<file path="config.mk">
export PLATFORM = sky130hd
export DESIGN_NAME = byte_shuffle_net
export DESIGN_NICKNAME = d
export VERILOG_FILES = /design/src/rtl/byte_shuffle_pkg.sv /design/src/rtl/shuf_pair_scatter.sv /design/src/rtl/shuf_pair_gather.sv /design/src/rtl/shuf_read_path.sv /design/src/rtl/shuf_write_path.sv /design/src/rtl/byte_shuffle_net.sv
export SDC_FILE = /design/constraint.sdc
export NUM_CORES = 1
export LEC_CHECK = 0
export CELL_PAD_IN_SITES_DETAIL_PLACEMENT = 0
export CELL_PAD_IN_SITES_GLOBAL_PLACEMENT = 1
export CORE_ASPECT_RATIO = 1.1
export CORE_MARGIN = 2
export CORE_UTILIZATION = 10
export DETAILED_ROUTE_END_ITERATION = 6
export PLACE_DENSITY = 0.8
export SETUP_SLACK_MARGIN = 0.02
export SLEW_MARGIN = 25
export SYNTH_ARGS = -nofsm -noshare
export SYNTH_HDL_FRONTEND = slang
export SYNTH_SLANG_ARGS = --single-unit
</file>
<file path="constraint.sdc">
create_clock -name vclk -period 1.3
set_input_delay 0.325 -clock vclk [all_inputs]
set_output_delay 0.325 -clock vclk [all_outputs]
set_load 0.02 [all_outputs]
</file>
<file path="src/rtl/byte_shuffle_pkg.sv">
package byte_shuffle_pkg;
  typedef enum logic [1:0] {
    SZ_WORD    = 2'b00,
    SZ_HALF    = 2'b01,
    SZ_BYTE_LO = 2'b10,
    SZ_BYTE_HI = 2'b11
  } op_size_e;
endpackage

</file>
<file path="src/rtl/shuf_pair_scatter.sv">
module shuf_pair_scatter #(
  parameter int LANE_W = 8
) (
  input  logic [2*LANE_W-1:0] logical_i,
  output logic [2*LANE_W-1:0] stored_o
);
  for (genvar i = 0; i < LANE_W; i++) begin : g_pair
    assign stored_o[2*i]   = logical_i[i];
    assign stored_o[2*i+1] = logical_i[LANE_W+i];
  end
endmodule

</file>
<file path="src/rtl/shuf_pair_gather.sv">
module shuf_pair_gather #(
  parameter int LANE_W = 8
) (
  input  logic [2*LANE_W-1:0] stored_i,
  output logic [2*LANE_W-1:0] logical_o
);
  for (genvar i = 0; i < LANE_W; i++) begin : g_pair
    assign logical_o[i]        = stored_i[2*i];
    assign logical_o[LANE_W+i] = stored_i[2*i+1];
  end
endmodule

</file>
<file path="src/rtl/shuf_read_path.sv">
module shuf_read_path
  import byte_shuffle_pkg::*;
#(
  parameter int DATA_W = 32,
  parameter int LANE_W = 8
) (
  input  logic [DATA_W-1:0] stored_i,
  input  logic [1:0]        size_i,
  output logic [DATA_W-1:0] operand_o
);
  localparam int PAIR_W  = 2 * LANE_W;
  localparam int UPPER_W = DATA_W - PAIR_W;
  localparam int BEXT_W  = DATA_W - LANE_W;

  logic [PAIR_W-1:0] low_logical;
  logic [LANE_W-1:0] byte_pick;
  logic              pick_hi;
  op_size_e          size;

  assign size    = op_size_e'(size_i);
  assign pick_hi = (size == SZ_BYTE_HI);

  shuf_pair_gather #(.LANE_W(LANE_W)) u_gather (
    .stored_i  (stored_i[PAIR_W-1:0]),
    .logical_o (low_logical)
  );

  // one 2:1 mux per adjacent pair replaces a byte shifter
  for (genvar i = 0; i < LANE_W; i++) begin : g_pick
    assign byte_pick[i] = pick_hi ? stored_i[2*i+1] : stored_i[2*i];
  end

  always_comb begin
    unique case (size)
      SZ_WORD:    operand_o = {stored_i[DATA_W-1:PAIR_W], low_logical};
      SZ_HALF:    operand_o = {{UPPER_W{1'b0}}, low_logical};
      default:    operand_o = {{BEXT_W{1'b0}}, byte_pick};
    endcase
  end
endmodule

</file>
<file path="src/rtl/shuf_write_path.sv">
module shuf_write_path
  import byte_shuffle_pkg::*;
#(
  parameter int DATA_W = 32,
  parameter int LANE_W = 8
) (
  input  logic [DATA_W-1:0] result_i,
  input  logic [1:0]        size_i,
  output logic [DATA_W-1:0] stored_o,
  output logic [DATA_W-1:0] bit_en_o
);
  localparam int PAIR_W  = 2 * LANE_W;
  localparam int UPPER_W = DATA_W - PAIR_W;

  logic [PAIR_W-1:0] low_stored;
  logic [PAIR_W-1:0] byte_rep;
  logic [PAIR_W-1:0] even_mask;
  logic [PAIR_W-1:0] odd_mask;
  op_size_e          size;

  assign size = op_size_e'(size_i);

  shuf_pair_scatter #(.LANE_W(LANE_W)) u_scatter (
    .logical_i (result_i[PAIR_W-1:0]),
    .stored_o  (low_stored)
  );

  for (genvar i = 0; i < LANE_W; i++) begin : g_pair
    assign byte_rep[2*i]    = result_i[i];
    assign byte_rep[2*i+1]  = result_i[i];
    assign even_mask[2*i]   = 1'b1;
    assign even_mask[2*i+1] = 1'b0;
    assign odd_mask[2*i]    = 1'b0;
    assign odd_mask[2*i+1]  = 1'b1;
  end

  always_comb begin
    unique case (size)
      SZ_WORD: begin
        stored_o = {result_i[DATA_W-1:PAIR_W], low_stored};
        bit_en_o = '1;
      end
      SZ_HALF: begin
        stored_o = {{UPPER_W{1'b0}}, low_stored};
        bit_en_o = {{UPPER_W{1'b0}}, {PAIR_W{1'b1}}};
      end
      SZ_BYTE_LO: begin
        stored_o = {{UPPER_W{1'b0}}, byte_rep};
        bit_en_o = {{UPPER_W{1'b0}}, even_mask};
      end
      default: begin
        stored_o = {{UPPER_W{1'b0}}, byte_rep};
        bit_en_o = {{UPPER_W{1'b0}}, odd_mask};
      end
    endcase
  end
endmodule

</file>
<file path="src/rtl/byte_shuffle_net.sv">
module byte_shuffle_net #(
  parameter int DATA_W = 32,
  parameter int LANE_W = 8
) (
  input  logic [DATA_W-1:0] rd_stored_i,
  input  logic [1:0]        rd_size_i,
  output logic [DATA_W-1:0] rd_operand_o,
  input  logic [DATA_W-1:0] wr_result_i,
  input  logic [1:0]        wr_size_i,
  output logic [DATA_W-1:0] wr_stored_o,
  output logic [DATA_W-1:0] wr_bit_en_o
);
  shuf_read_path #(.DATA_W(DATA_W), .LANE_W(LANE_W)) u_rd (
    .stored_i  (rd_stored_i),
    .size_i    (rd_size_i),
    .operand_o (rd_operand_o)
  );

  shuf_write_path #(.DATA_W(DATA_W), .LANE_W(LANE_W)) u_wr (
    .result_i (wr_result_i),
    .size_i   (wr_size_i),
    .stored_o (wr_stored_o),
    .bit_en_o (wr_bit_en_o)
  );
endmodule

</file>
**Word level (Yosys, flattened, before mapping)**

Cells that the tools add are included.

- Flip-flop bits (word level): 0
- Output and inout bits: 96

- Equal/unequal tests: 4
- Mux-type cells: 11
- Reductions and logical operators: 2

Operators by type and width:

| kind | count |
|---|---|
| one-hot mux 32 bit (2 select lines) | 2 |
| one-hot mux 32 bit (3 select lines) | 1 |
| two-way mux 1 bit | 8 |
| equality test 2 x 1 -> 1 bit (second input constant) | 2 |
| equality test 2 bit (second input constant) | 2 |
| logical NOT 2 bit | 2 |

**Logic depth before layout (Yosys ltp)**

- Depth in word-level cells: 3
- Gate-level depth with buffers: 4
- Gate-level depth less buffers: 2

**By module**

Synthesis repeated with hierarchy kept, for this count alone.

- Cells, all modules: 155
- Area, all modules: 1300.0 µm²

Modules (own cells, without submodules):

| module | instances | area each (µm²) | cells an instance | sequential area each (µm²) |
|---|---|---|---|---|
| shuf_write_path | 1 | 630.6 | 70 | 0.0 |
| shuf_read_path | 1 | 429.2 | 53 | 0.0 |
| shuf_pair_gather | 1 | 120.1 | 16 | 0.0 |
| shuf_pair_scatter | 1 | 120.1 | 16 | 0.0 |

**Worst setup path before layout**

OpenSTA, ideal clock, no wires.

- Path type: input -> output
- Start point: in wr_size_i[1]
- End point: out wr_stored_o[17]
- Data required time: 0.975 ns
- Data arrival time: 1.131 ns
- Setup slack: -0.156 ns
- Stages: 3
- Cells stage by stage: nor2_2 buf_2 and2_1

- Word-level cells in the longest chain between the ends: 2
- Elaborated cells on any way between the ends: 3

RTL lines:

| element | RTL line | text |
|---|---|---|
| start: declaration | byte_shuffle_net.sv:9 | `input logic [1:0] wr_size_i,` |
| equality test 2 x 1 -> 1 bit or logical NOT 2 bit (tied branches) | shuf_write_path.sv:38 | `unique case (size)` |
| one-hot mux 32 bit (2 select lines) * | shuf_write_path.sv:38 |  |
| end: declaration | byte_shuffle_net.sv:10 | `output logic [DATA_W-1:0] wr_stored_o,` |

Mark *: on every way between the ends. The rest lies on a longest branch, timed or not.

**Final worst setup path**

- Start point: in wr_result_i[23]
- End point: out wr_stored_o[23]

- Word-level cells in the longest chain between the ends: 1

RTL lines:

| element | RTL line | text |
|---|---|---|
| start: declaration | byte_shuffle_net.sv:8 | `input logic [DATA_W-1:0] wr_result_i,` |
| one-hot mux 32 bit (2 select lines) | shuf_write_path.sv:38 |  |

No other way between the ends.

==> impl_metrics.yaml <==
routing:
  drtAntennaViolNets: 0
  vias: 1148
  drc: 0
  viasPerCell: 3.34
  dr_wl_met2_um: 2450
  drt-total-wl_um: 4080
  routed.top_layer: "met3"
  drt_iter0_markers: 5
  dr.pass1.iters: 2
  wl_per_cell_um: 11.9
  met1_length_um: 1310
  routed-wl-met3_um: 322
floorplanning:
  rows: 34
  coreArea_mm2: 0.00783
  die_area_mm2: 0.00874
  initial_core_util: 0.102
  die_h_um: 97.9
  io_pins: 164
  dieWidth_um: 89.3
timing:
  fin_crit_sh: 1.04
  finalSetupViolCount: 28
  finalWorstSetupSlack_ns: -0.0483
  hold_viol: 0
  rsz0062_at_grt: "true"
  tightest_slew_ns: 0.218
  hold_ws_ns: 0.969
  fin_crit_ns: 1.35
  relSlewSlack: 0.855
  drv_slew: 0
  max_freq_mhz: 742
synth:
  syn_area_um2: 801
  yosysWarnings: 0
  syn-instance-count: 102
  synth_area_per_cell_um2: 7.85
  syn-num-nets: 170
  yosysUniqueCellTypes: 13
  ys_seq_area_frac: 0
worst_hold_path:
  hold_class: "in -> out"
pwr:
  p_per_area_mw_per_mm2: 369
  power.total_uw: 939
  power.leakage_uw: 0.00136
  ir_worst_vdd_v: 0.000166
layout:
  antenna_cells: 0
  layout.nets: 306
  areaGrowthSynthToFinish_pct: 218
  design.seq.count: 0
  seq_area_um2: 0
  drive_gt1_frac: 0.657
  clockBufferCount: 0
grt:
  antenna_found_initial: 0
  grt_max_degree: 17
  grt_overflow: 0
  grt_pass1_vias: 1181
  grt_usage: 0.0826
  grt_pass1_wl_um: 5970
critical_path:
  cp-start-kind: "input pin"
  critPathMaxStageDelay_ns: 0.45
  crit_end: "wr_stored_o[23]"
  path_depth: 3
  cp_num_buf_inv: 2
  crit_type: "in -> out"
  path_cells: "clkdlybuf4s50_1 > and2_1 > buf_6"
  cp_data_required_time_ns: 0.98
  worstPathArrival_ns: 1.02
  critical-path-slowest-cell: "clkdlybuf4s50_1"
  crit_family: "buffers and inverters"
  cp_max_fo: 1
  end_kind: "output pin"
  crit_start: "wr_result_i[23]"
placed_design:
  hpwl_um: 3240
  place_congestion: 0.712
  io_buffers: 164
job:
  cap_violations: 0
clock_network:
  postCtsHoldBufs: 0
status:
  violations: "setup timing"
  status: "finished with violations"
what timing repair did:
action	CTS	global route
setup endpoints to repair	96	73
endpoints found under the hold margin	0	0
cloned	1	1
setup buffers	4	0
gates resized for setup	632	28
pin swaps	13	3
Yosys cell counts, drive strengths merged:
master / count / area [um2]
mux2: 16 / 180
buf: 40 / 299
clkbuf: 1 / 5.00
nor2: 2 / 17.5
nand2b: 1 / 6.26
nand2: 2 / 15.0
and2: 32 / 218
and2b: 8 / 60.1
cell families (layout without fill, tap and decap cells):
group / after synthesis / count (layout) / synth area share
and+or+nand+nor: 45 / 45 / 0.395
buffers and inverters: 41 / 175 / 0.380
muxes: 16 / 16 / 0.225
worst min path at each step:
stage                         start  slack [ns]  cells after the start               end
floorplan            wr_result_i[0]        0.76                      1    wr_stored_o[0]
global placement     wr_result_i[5]        1.60                      2   wr_stored_o[10]
detailed placement   wr_result_i[2]        1.60                      2    wr_stored_o[4]
CTS                 rd_stored_i[19]        1.07                      3  rd_operand_o[19]
global route        wr_result_i[16]        0.99                      3   wr_stored_o[16]
finish              wr_result_i[21]        0.97                      3   wr_stored_o[21]
layout by cell type, fill, tap and decap left out, drive strengths merged:
| cell | instances |
|---|---|
| nor2 | 2 |
| clkdlybuf4s50 | 3 |
| clkdlybuf4s15 | 1 |
| clkbuf | 1 |
| dlymetal6s2s | 4 |
| nand2b | 1 |
| dlygate4sd2 | 63 |
| and2b | 8 |
| mux2 | 16 |
| nand2 | 2 |
| and2 | 32 |
| buf | 103 |
metrics by stage:
stage                     setup slack, ns  utilization  cell area (um2)  cells  setup TNS (ns)
final                             -0.0483        0.325             2550    344          -0.663
after global routing              -0.0646        0.325             2550    344           -1.56
after CTS                         -0.0705        0.320             2500    346           -1.92
after detailed placement            -1.07        0.304             2380    341          -86.73
after global placement              -1.04        0.304             2380    341          -84.62
after floorplan                   -0.0319            -              818    102          -0.390
power breakdown:
group / leakage [uW] / switching [uW] / internal [uW]
registers: 0 / 0 / 0
logic: 0.00136 / 408 / 531
clock network: 0 / 0 / 0
area by class of cell:
cell class | count | area (um2)
well taps | 108 | 135
multi-input cells | 61 | 637
repair buffers | 175 | 1770
fillers | 856 | 5280
metal layers:
| metal | up-vias | track usage |
|---|---|---|
| li1 | 551 | - |
| met1 | 533 | 0.0934 |
| met2 | 64 | 0.167 |
| met3 | 0 | 0.0110 |
| met4 | 0 | 0.00115 |
| met5 | - | 0 |
Note: power is estimated with default switching activity, not from simulation.
